===== src/rtl/tribus_pkg.sv =====
package tribus_pkg;

  typedef enum logic [3:0] {
    OPC_AND  = 4'h0,
    OPC_OR   = 4'h1,
    OPC_XOR  = 4'h2,
    OPC_NOT  = 4'h3,
    OPC_ADD  = 4'h4,
    OPC_SUB  = 4'h5,
    OPC_MOV  = 4'h6,
    OPC_ADDI = 4'h7,
    OPC_LD   = 4'h8,
    OPC_ST   = 4'h9,
    OPC_BZ   = 4'hA,
    OPC_BNZ  = 4'hB,
    OPC_BCS  = 4'hC,
    OPC_BMI  = 4'hD,
    OPC_RIA  = 4'hE,
    OPC_HALT = 4'hF
  } opc_e;

  typedef enum logic [3:0] {
    ALU_PASS_A = 4'h0,
    ALU_PASS_B = 4'h1,
    ALU_AND    = 4'h2,
    ALU_OR     = 4'h3,
    ALU_XOR    = 4'h4,
    ALU_NOT    = 4'h5,
    ALU_ADD    = 4'h6,
    ALU_SUB    = 4'h7,
    ALU_INC    = 4'h8
  } alu_op_e;

  typedef enum logic [2:0] {
    OP1_A    = 3'd0,
    OP1_PC   = 3'd1,
    OP1_TEMP = 3'd2,
    OP1_MDR  = 3'd3,
    OP1_IAR  = 3'd4
  } op1_sel_e;

  typedef enum logic [1:0] {
    OP2_B    = 2'd0,
    OP2_IMM  = 2'd1,
    OP2_ZERO = 2'd2
  } op2_sel_e;

  typedef enum logic [3:0] {
    S_F_MAR  = 4'd0,
    S_F_RD   = 4'd1,
    S_F_IR   = 4'd2,
    S_DEC    = 4'd3,
    S_EXE    = 4'd4,
    S_ALU_WB = 4'd5,
    S_ST_MDR = 4'd6,
    S_ST_WR  = 4'd7,
    S_LD_RD  = 4'd8,
    S_LD_MDR = 4'd9,
    S_LD_WB  = 4'd10,
    S_HALT   = 4'd11
  } state_e;

  typedef struct packed {
    logic z;
    logic n;
    logic c;
  } flags_t;

  typedef struct packed {
    op1_sel_e op1_sel;
    op2_sel_e op2_sel;
    alu_op_e  alu_op;
    logic     ld_mar;
    logic     ld_iar;
    logic     ld_pc;
    logic     ld_temp;
    logic     ld_mdr_bus;
    logic     ld_mdr_mem;
    logic     ld_ir;
    logic     ld_ab;
    logic     ld_flags;
    logic     rf_we;
    logic     mem_rd;
    logic     mem_wr;
  } ctrl_t;

endpackage


===== src/rtl/tribus_alu.sv =====
module tribus_alu
  import tribus_pkg::*;
#(
  parameter int unsigned DW = 16
) (
  input  logic [DW-1:0] op1_i,
  input  logic [DW-1:0] op2_i,
  input  alu_op_e       op_i,
  output logic [DW-1:0] res_o,
  output flags_t        flags_o
);

  logic [DW:0] wide;

  always_comb begin
    wide = '0;
    unique case (op_i)
      ALU_PASS_A: wide = {1'b0, op1_i};
      ALU_PASS_B: wide = {1'b0, op2_i};
      ALU_AND:    wide = {1'b0, op1_i & op2_i};
      ALU_OR:     wide = {1'b0, op1_i | op2_i};
      ALU_XOR:    wide = {1'b0, op1_i ^ op2_i};
      ALU_NOT:    wide = {1'b0, ~op1_i};
      ALU_ADD:    wide = {1'b0, op1_i} + {1'b0, op2_i};
      ALU_SUB:    wide = {1'b0, op1_i} + {1'b0, ~op2_i} + {{DW{1'b0}}, 1'b1};
      ALU_INC:    wide = {1'b0, op1_i} + {{DW{1'b0}}, 1'b1};
      default:    wide = '0;
    endcase
  end

  assign res_o     = wide[DW-1:0];
  assign flags_o.z = (wide[DW-1:0] == '0);
  assign flags_o.n = wide[DW-1];
  assign flags_o.c = wide[DW];

endmodule


===== src/rtl/tribus_regfile.sv =====
module tribus_regfile #(
  parameter int unsigned DW   = 16,
  parameter int unsigned NREG = 8,
  localparam int unsigned RAW = $clog2(NREG)
) (
  input  logic           clk,
  input  logic           rst_ni,
  input  logic           we_i,
  input  logic [RAW-1:0] waddr_i,
  input  logic [DW-1:0]  wdata_i,
  input  logic [RAW-1:0] raddr_a_i,
  input  logic [RAW-1:0] raddr_b_i,
  output logic [DW-1:0]  rdata_a_o,
  output logic [DW-1:0]  rdata_b_o
);

  logic [DW-1:0] regs_q [NREG];
  logic          wr_ok;

  assign wr_ok = we_i && (waddr_i != '0);

  always_ff @(posedge clk or negedge rst_ni) begin
    if (!rst_ni) begin
      for (int i = 0; i < NREG; i++) regs_q[i] <= '0;
    end else if (wr_ok) begin
      regs_q[waddr_i] <= wdata_i;
    end
  end

  assign rdata_a_o = regs_q[raddr_a_i];
  assign rdata_b_o = regs_q[raddr_b_i];

  assert_r0_zero_R4: assert property (@(posedge clk) disable iff (!rst_ni)
    (raddr_a_i == '0) |-> (rdata_a_o == '0));

endmodule


===== src/rtl/tribus_ctrl.sv =====
module tribus_ctrl
  import tribus_pkg::*;
(
  input  logic       clk,
  input  logic       rst_ni,
  input  logic [3:0] opc_i,
  input  flags_t     flags_i,
  output ctrl_t      ctl_o,
  output state_e     state_o
);

  state_e state_q, state_d;
  opc_e   opc;
  logic   take;

  assign opc = opc_e'(opc_i);

  always_comb begin
    unique case (opc)
      OPC_BZ:  take = flags_i.z;
      OPC_BNZ: take = !flags_i.z;
      OPC_BCS: take = flags_i.c;
      OPC_BMI: take = flags_i.n;
      default: take = 1'b0;
    endcase
  end

  always_comb begin
    ctl_o   = '0;
    state_d = state_q;
    unique case (state_q)
      S_F_MAR: begin
        ctl_o.op1_sel = OP1_PC;
        ctl_o.alu_op  = ALU_PASS_A;
        ctl_o.ld_mar  = 1'b1;
        ctl_o.ld_iar  = 1'b1;
        state_d       = S_F_RD;
      end
      S_F_RD: begin
        ctl_o.mem_rd = 1'b1;
        state_d      = S_F_IR;
      end
      S_F_IR: begin
        ctl_o.ld_ir = 1'b1;
        state_d     = S_DEC;
      end
      S_DEC: begin
        ctl_o.ld_ab   = 1'b1;
        ctl_o.op1_sel = OP1_PC;
        ctl_o.alu_op  = ALU_INC;
        ctl_o.ld_pc   = 1'b1;
        state_d       = S_EXE;
      end
      S_EXE: begin
        unique case (opc)
          OPC_AND, OPC_OR, OPC_XOR, OPC_NOT,
          OPC_ADD, OPC_SUB, OPC_MOV, OPC_ADDI: begin
            ctl_o.op1_sel  = OP1_A;
            ctl_o.op2_sel  = (opc == OPC_ADDI) ? OP2_IMM : OP2_B;
            ctl_o.ld_temp  = 1'b1;
            ctl_o.ld_flags = 1'b1;
            unique case (opc)
              OPC_AND: ctl_o.alu_op = ALU_AND;
              OPC_OR:  ctl_o.alu_op = ALU_OR;
              OPC_XOR: ctl_o.alu_op = ALU_XOR;
              OPC_NOT: ctl_o.alu_op = ALU_NOT;
              OPC_SUB: ctl_o.alu_op = ALU_SUB;
              OPC_MOV: ctl_o.alu_op = ALU_PASS_A;
              default: ctl_o.alu_op = ALU_ADD;
            endcase
            state_d = S_ALU_WB;
          end
          OPC_RIA: begin
            ctl_o.op1_sel = OP1_IAR;
            ctl_o.alu_op  = ALU_PASS_A;
            ctl_o.ld_temp = 1'b1;
            state_d       = S_ALU_WB;
          end
          OPC_LD, OPC_ST: begin
            ctl_o.op1_sel = OP1_A;
            ctl_o.op2_sel = OP2_IMM;
            ctl_o.alu_op  = ALU_ADD;
            ctl_o.ld_mar  = 1'b1;
            state_d       = (opc == OPC_LD) ? S_LD_RD : S_ST_MDR;
          end
          OPC_BZ, OPC_BNZ, OPC_BCS, OPC_BMI: begin
            ctl_o.op1_sel = OP1_PC;
            ctl_o.op2_sel = OP2_IMM;
            ctl_o.alu_op  = ALU_ADD;
            ctl_o.ld_pc   = take;
            state_d       = S_F_MAR;
          end
          default: state_d = S_HALT;
        endcase
      end
      S_ALU_WB: begin
        ctl_o.op1_sel = OP1_TEMP;
        ctl_o.alu_op  = ALU_PASS_A;
        ctl_o.rf_we   = 1'b1;
        state_d       = S_F_MAR;
      end
      S_ST_MDR: begin
        ctl_o.op2_sel    = OP2_B;
        ctl_o.alu_op     = ALU_PASS_B;
        ctl_o.ld_mdr_bus = 1'b1;
        state_d          = S_ST_WR;
      end
      S_ST_WR: begin
        ctl_o.mem_wr = 1'b1;
        state_d      = S_F_MAR;
      end
      S_LD_RD: begin
        ctl_o.mem_rd = 1'b1;
        state_d      = S_LD_MDR;
      end
      S_LD_MDR: begin
        ctl_o.ld_mdr_mem = 1'b1;
        state_d          = S_LD_WB;
      end
      S_LD_WB: begin
        ctl_o.op1_sel = OP1_MDR;
        ctl_o.alu_op  = ALU_PASS_A;
        ctl_o.rf_we   = 1'b1;
        state_d       = S_F_MAR;
      end
      default: state_d = S_HALT;
    endcase
  end

  always_ff @(posedge clk or negedge rst_ni) begin
    if (!rst_ni) state_q <= S_F_MAR;
    else         state_q <= state_d;
  end

  assign state_o = state_q;

  assert_halt_sticky_R9: assert property (@(posedge clk) disable iff (!rst_ni)
    (state_q == S_HALT) |=> (state_q == S_HALT) && !ctl_o.mem_rd && !ctl_o.mem_wr);

endmodule


===== src/rtl/tribus_cpu.sv =====
module tribus_cpu
  import tribus_pkg::*;
#(
  parameter int unsigned DW   = 16,
  parameter int unsigned AW   = 8,
  parameter int unsigned NREG = 8,
  localparam int unsigned RAW  = $clog2(NREG),
  localparam int unsigned OFFW = 6
) (
  input  logic          clk,
  input  logic          rst_ni,
  output logic [AW-1:0] mem_addr_o,
  output logic          mem_rd_o,
  output logic          mem_wr_o,
  output logic [DW-1:0] mem_wdata_o,
  input  logic [DW-1:0] mem_rdata_i,
  output logic          halted_o
);

  // reset: asserted at once, lifted two edges after the pin
  logic rst_meta_q, rst_sync_q, rst_n;
  always_ff @(posedge clk or negedge rst_ni) begin
    if (!rst_ni) begin
      rst_meta_q <= 1'b0;
      rst_sync_q <= 1'b0;
    end else begin
      rst_meta_q <= 1'b1;
      rst_sync_q <= rst_meta_q;
    end
  end
  assign rst_n = rst_sync_q;

  logic [AW-1:0]   pc_q, iar_q, mar_q;
  logic [DW-1:0]   ir_q, a_q, b_q, temp_q, mdr_q;
  flags_t          flags_q, alu_flags;
  logic [DW-1:0]   op1_bus, op2_bus, dest_bus, imm;
  logic [DW-1:0]   rf_a, rf_b;
  logic [RAW-1:0]  f_rd, f_rs1, f_rs2, rf_raddr_b;
  logic [3:0]      f_opc;
  logic [OFFW-1:0] f_off;
  ctrl_t           ctl;
  state_e          state;

  assign f_opc = ir_q[15:12];
  assign f_rd  = ir_q[11:9];
  assign f_rs1 = ir_q[8:6];
  assign f_rs2 = ir_q[5:3];
  assign f_off = ir_q[OFFW-1:0];
  assign imm   = {{(DW-OFFW){f_off[OFFW-1]}}, f_off};

  assign rf_raddr_b = (f_opc == OPC_ST) ? f_rd : f_rs2;

  tribus_ctrl u_ctrl (
    .clk     (clk),
    .rst_ni  (rst_n),
    .opc_i   (f_opc),
    .flags_i (flags_q),
    .ctl_o   (ctl),
    .state_o (state)
  );

  tribus_regfile #(.DW(DW), .NREG(NREG)) u_rf (
    .clk       (clk),
    .rst_ni    (rst_n),
    .we_i      (ctl.rf_we),
    .waddr_i   (f_rd),
    .wdata_i   (dest_bus),
    .raddr_a_i (f_rs1),
    .raddr_b_i (rf_raddr_b),
    .rdata_a_o (rf_a),
    .rdata_b_o (rf_b)
  );

  // operand buses
  always_comb begin
    unique case (ctl.op1_sel)
      OP1_PC:   op1_bus = {{(DW-AW){1'b0}}, pc_q};
      OP1_TEMP: op1_bus = temp_q;
      OP1_MDR:  op1_bus = mdr_q;
      OP1_IAR:  op1_bus = {{(DW-AW){1'b0}}, iar_q};
      default:  op1_bus = a_q;
    endcase
    unique case (ctl.op2_sel)
      OP2_IMM:  op2_bus = imm;
      OP2_ZERO: op2_bus = '0;
      default:  op2_bus = b_q;
    endcase
  end

  tribus_alu #(.DW(DW)) u_alu (
    .op1_i   (op1_bus),
    .op2_i   (op2_bus),
    .op_i    (ctl.alu_op),
    .res_o   (dest_bus),
    .flags_o (alu_flags)
  );

  // registers listening to the destination bus
  always_ff @(posedge clk or negedge rst_n) begin
    if (!rst_n) begin
      pc_q   <= '0;
      iar_q  <= '0;
      mar_q  <= '0;
      temp_q <= '0;
      mdr_q  <= '0;
    end else begin
      if (ctl.ld_pc)           pc_q   <= dest_bus[AW-1:0];
      if (ctl.ld_iar)          iar_q  <= dest_bus[AW-1:0];
      if (ctl.ld_mar)          mar_q  <= dest_bus[AW-1:0];
      if (ctl.ld_temp)         temp_q <= dest_bus;
      if (ctl.ld_mdr_bus)      mdr_q  <= dest_bus;
      else if (ctl.ld_mdr_mem) mdr_q  <= mem_rdata_i;
    end
  end

  // instruction, operand latches, status
  always_ff @(posedge clk or negedge rst_n) begin
    if (!rst_n) begin
      ir_q    <= '0;
      a_q     <= '0;
      b_q     <= '0;
      flags_q <= '0;
    end else begin
      if (ctl.ld_ir) ir_q <= mem_rdata_i;
      if (ctl.ld_ab) begin
        a_q <= rf_a;
        b_q <= rf_b;
      end
      if (ctl.ld_flags) begin
        flags_q.z <= alu_flags.z;
        flags_q.n <= alu_flags.n;
        flags_q.c <= (ctl.alu_op == ALU_ADD || ctl.alu_op == ALU_SUB) ? alu_flags.c : 1'b0;
      end
    end
  end

  assign mem_addr_o  = mar_q;
  assign mem_wdata_o = mdr_q;
  assign mem_rd_o    = ctl.mem_rd;
  assign mem_wr_o    = ctl.mem_wr;
  assign halted_o    = (state == S_HALT);

  assert_rw_excl_R10: assert property (@(posedge clk) disable iff (!rst_n)
    !(mem_rd_o && mem_wr_o));

  assert_pc_step_R2: assert property (@(posedge clk) disable iff (!rst_n)
    (state == S_DEC) |=> (pc_q == $past(pc_q) + 1'b1));

  assert_flags_hold_R5: assert property (@(posedge clk) disable iff (!rst_n)
    (state == S_EXE && f_opc[3]) |=> $stable(flags_q));

  assert_br_not_taken_R6: assert property (@(posedge clk) disable iff (!rst_n)
    (state == S_EXE && f_opc == OPC_BZ && !flags_q.z) |=> $stable(pc_q));

endmodule


===== config.mk =====
export PLATFORM = sky130hd
export DESIGN_NAME = tribus_cpu
export DESIGN_NICKNAME = d
export VERILOG_FILES = /design/src/rtl/tribus_pkg.sv /design/src/rtl/tribus_alu.sv /design/src/rtl/tribus_regfile.sv /design/src/rtl/tribus_ctrl.sv /design/src/rtl/tribus_cpu.sv
export SDC_FILE = /design/constraint.sdc
export NUM_CORES = 1
export LEC_CHECK = 0
export BUFFER_PORTS_ARGS = -buffer_cell sky130_fd_sc_hd__buf_2
export CAP_MARGIN = 20
export CORE_MARGIN = 8
export CORE_UTILIZATION = 41
export DETAILED_ROUTE_END_ITERATION = 8
export SYNTH_ARGS = -nofsm -noshare
export SYNTH_HDL_FRONTEND = slang
export SYNTH_HIERARCHICAL = 1
export SYNTH_SLANG_ARGS = --single-unit

===== constraint.sdc =====
create_clock -name clk -period 8.2 [get_ports clk]
set_clock_uncertainty 0.05 [all_clocks]
set_input_delay 1.23 -clock clk [delete_from_list [all_inputs] [get_ports clk]]
set_output_delay 1.23 -clock clk [all_outputs]
set_load 0.02 [all_outputs]

# Yosys cells after proc, flatten, opt, wreduce, memory -nomap -nowiden
# Cells that the tools add are included.
# op_classes
n_addsub	4
order_cmp	4
eq_ne	39
n_mux	44
n_bitwise	8
reduce_logical	19
# op_table
op	count
case mux 17 bit (9 select lines)	1
bitwise mux 128 bit	1
two-way mux 16 bit	7
binary-select mux 16 bit (select 3 bit)	2
case mux 16 bit (4 select lines)	1
demux 16 bit (select 3 bit)	1
equality test 4 x 3 -> 1 bit (second input constant)	12
equality test 4 bit (second input constant)	12
case mux 4 bit (9 select lines)	1
adder 16 x 16 -> 17 bit	2
NOT 16 bit	2
case mux 16 bit (2 select lines)	1
equality test 4 x 2 -> 1 bit (second input constant)	6
case mux 4 bit (3 select lines)	2
case mux 3 bit (6 select lines)	1
adder 16 x 1 -> 17 bit (second input constant)	1
adder 17 x 1 -> 17 bit (second input constant)	1
bitwise AND 16 bit	1
logical NOT 16 bit	1
two-way mux 1 bit	16
OR 16 bit	1
bitwise XOR 16 bit	1
equality test 4 x 1 -> 1 bit (second input constant)	3
greater-or-equal comparator 4 bit (second input constant)	3
27 further kinds	38
# word_totals
register_bits	241
in_bits	18
out_inout_bits	27

# Depth between registers and ports, before layout
# depth
ltp_word	11
ltp_mapped	23
depth_no_buf	21

# Cells and area by module
# The synthesis kept the hierarchy.
# modules_own_cells
mod	instances	cells_each	area_per_inst_um2	seq_area_each_um2
tribus_regfile	1	391	6904.1	3203.1
tribus_cpu	1	407	5129.9	2727.6
tribus_alu	1	505	3428.3	0.0
tribus_ctrl	1	83	606.8	100.1

# Worst setup path before layout
# OpenSTA, ideal clock, no wires.
# synth_timing
path_kind	register to register
from	register u_ctrl.state_q[3], in the netlist u_ctrl/state_o[3]
to	register flags_q[2] (netlist bit)
setup_ps	65
arrival_time_ps	4958
slack_ps	3128
stages_incl_launch_ff	22
path_buffers	2
synth_period_minus_slack_ps	5072
path_cell_list	dfrtp_1 > nand2b_2 > or3_1 > buf_2 > nor2_1 > ha_1 > clkbuf_1 > nor2b_1 > a22o_1 > inv_1 > nand2_1 > ha_1 > inv_1 > fa_1 > xnor2_1 > a22o_1 > a211oi_1 > o211ai_1 > or4_1 > or4b_1 > nor4_2 > mux2_2
# synth_rtl
element	line	source
start: declaration	tribus_ctrl.sv:12	state_e state_q, state_d;
start signal: assignment	tribus_ctrl.sv:132	else state_q <= state_d;
end: declaration	tribus_cpu.sv:35	flags_t flags_q, alu_flags;

==> metrics <==
R2R depth 17; Hold Vio Cnt, Final 0; # IOs 45; reg-to-reg endpoint flags_q[2]; DRC 0; global-route wire length before repair 66900 um; Routed met1 length between 15000 and 20000 um; Ys Warns 6; final net count 1456; vias in the first global route 11200; Worst-Skew Late Latency 530 ps; Worst Path Required 8620 ps; die height 214 um; Area Overhead vs Synth 8.81%; final setup fails 0; RSZ-0062 raised after global routing no; Arrival @ worst endpoint 7230 ps; Clock Root Buffer clkbuf_16; Crit Path Max Fanout 18; Synth Flop Type dfrtp_1; IO buf count 44; Pre-Repair DR Iteration Count 5; share of the core filled with cells 45.2%; Worst Setup EP flags_q[2]; Via Count about 11000; Syn Area/Cell approximately 12 um2; gpl congestion approximately 0.9; CTS max path bufs 3; Max-cap violations 0; Wirelength per Cell 22.6 um; H-tree Lvls 1; R2R setup slack around 1400 ps; row count 72; largest net degree at the start of global routing between 150 and 200; Resize count post-CTS 0; Worst-Margin Slew 1090 ps; Leakage 0.00789 uW; Initial Util between 40% and 50%; Final min period 6810 ps; critical path class flip-flop to flip-flop; antenna violations before repair 0; Worst slew margin 27.2%; most frequent cells in the layout 238 x dfrtp_1, 207 x mux2_2, 82 x nor2_1; worst r2r src u_ctrl/state_o[3]; cell area after technology mapping 16100 um2; total wire length 43200 um; layout cells sized above 1 26.0%; initial drt markers 762; overall routing resource usage around 18%; VDD IR-drop max about 0.21 mV; Num CTS Buffers 25; Yosys reg bits 241; Congestion Overflow GR 0; worst hold path type flip-flop to flip-flop; power density cells 457 nW/um2; status finished clean; core area 38600 um2; top sig layer met4; clock sink count 241; CTS tree done; Syn Inst Count around 1400; Async SR Flop Fraction 100%; Syn Nets 1471; Avg Vias per Cell 5.83; Setup crit start kind flip-flop; Cell variety after synth 92; Fin Setup TNS 0 ps; f_max 147 MHz; postcts setup bufs 0; met2 WL 21200 um; Die ar. between 40000 and 50000 um2; detailed placer's ending HPWL about 30000 um; most common cell after layout, fill and taps aside dfrtp_1; endpoint kind of the worst setup timing path flip-flop; clk slew on worst S/H paths 70 ps; hold buffers post-CTS 0; Post-DRT Antenna Nets 0; met3 WL 1760 um; Pins Over Slew Limit 0; Final period util 83.0%; Post-synth EDFFs 0; DIE WIDTH 214 um; Crit. Startpoint u_ctrl/state_o[3]; post-synthesis sequential area ratio 37.5%
## sequential cells by signal, summed over array words and instances, names as in the netlist
signal	cells
pc_q	8
rst_meta_q	1
u_ctrl/state_o	4
temp_q	16
iar_q	8
ir_q	16
u_rf/regs_q	128
mem_wdata_o	16
a_q	16
rst_n	1
mem_addr_o	8
flags_q	3
b_q	16
## where the power goes
group / total (uW) / internal (uW) / switching [uW]
Sequential: 2040 / 1580 / 457
Combinational: 4810 / 2050 / 2760
Clock: 1150 / 669 / 477
## synth_stat cells, types with 8 or more instances
| library cell | number | area [um2] |
|---|---|---|
| a211oi_1 | 8 | 60.1 |
| a21oi_1 | 44 | 220 |
| a221o_1 | 19 | 190 |
| a22o_1 | 15 | 131 |
| buf_1 | 9 | 33.8 |
| buf_2 | 38 | 190 |
| buf_4 | 9 | 67.6 |
| buf_6 | 18 | 203 |
| clkbuf_1 | 39 | 146 |
| dfrtp_1 | 241 | 6030 |
| ha_1 | 65 | 813 |
| inv_1 | 51 | 191 |
| mux2_1 | 34 | 383 |
| mux2_2 | 207 | 2330 |
| mux2i_1 | 41 | 410 |
| mux4_1 | 64 | 1680 |
| nand2_1 | 78 | 293 |
| nand2b_1 | 24 | 150 |
| nand3_1 | 8 | 40.0 |
| nand3b_1 | 24 | 180 |
| nor2_1 | 84 | 315 |
| nor2b_1 | 16 | 100 |
| nor3_1 | 20 | 100 |
| o211ai_1 | 12 | 90.1 |
| o21ai_0 | 38 | 190 |
| o21ai_1 | 15 | 75.1 |
| o22a_1 | 10 | 87.6 |
| o22ai_1 | 9 | 56.3 |
| xnor2_1 | 10 | 87.6 |
## per-layer routing
metal  global-route usage (%)  up-vias
met5                        0        -
met4                     4.37        0
met3                     1.88       61
met2                     31.7      272
met1                     24.5     5643
li1                         -     5152
## critical path: stages (launching register included)
cell and delay, ps:
dfrtp_1 570, nand2b_2 380, or3_1 520, nor2_1 180, ha_1 470, nor2b_1 410
a22o_1 300, inv_1 130, nor2_1 130, ha_1 300, a2111o_1 430, o21ai_1 350
mux2i_1 300, nand4_1 650, a2111oi_0 620, or4b_1 530, nor4_2 220, mux2_2 180
## through the flow
step	worst slack, ps	hold slack [ps]	std cells	instance area (um2)	total power [uW]
2_1_floorplan	937	281	1386	16100	5430
4_1_cts	1400	306	1908	17500	7980
5_1_grt	914	312	1908	17500	8550
3_5_place_dp	1470	292	1862	16700	6790
3_3_place_gp	1470	283	1860	16600	6700
6_report	1390	302	1909	17500	8000
## cell families after synthesis
| logic type | after synthesis | synth area share [%] |
|---|---|---|
| compound gates | 235 | 10.4 |
| xor+xnor | 17 | 0.927 |
| fa+ha+maj | 67 | 5.31 |
| buf+inv | 166 | 5.24 |
| flops | 241 | 37.5 |
| mux | 347 | 30.0 |
| other cells | 2 | 0.0467 |
| simple gates | 311 | 10.5 |
## area by class of cell
cell class	count	area, um2
Sequential cell	241	6040
Timing Repair Buffer	73	450
Antenna cell	1	2.50
Multi-Input combinational cell	979	9330
Clock inverter	13	124
Clock buffer	33	706
Inverter	51	191
Fill cell	3569	21200
Tap cell	518	648
## worst min-delay path by stage
stage	from	cells after the start	endpoint
5_1_grt	rst_meta_q	0	rst_n
2_1_floorplan	rst_meta_q	0	rst_n
4_1_cts	rst_meta_q	0	rst_n
3_3_place_gp	rst_meta_q	0	rst_n
6_report	rst_meta_q	0	rst_n
3_5_place_dp	rst_meta_q	0	rst_n
Note: power is estimated with default switching activity, not from simulation.
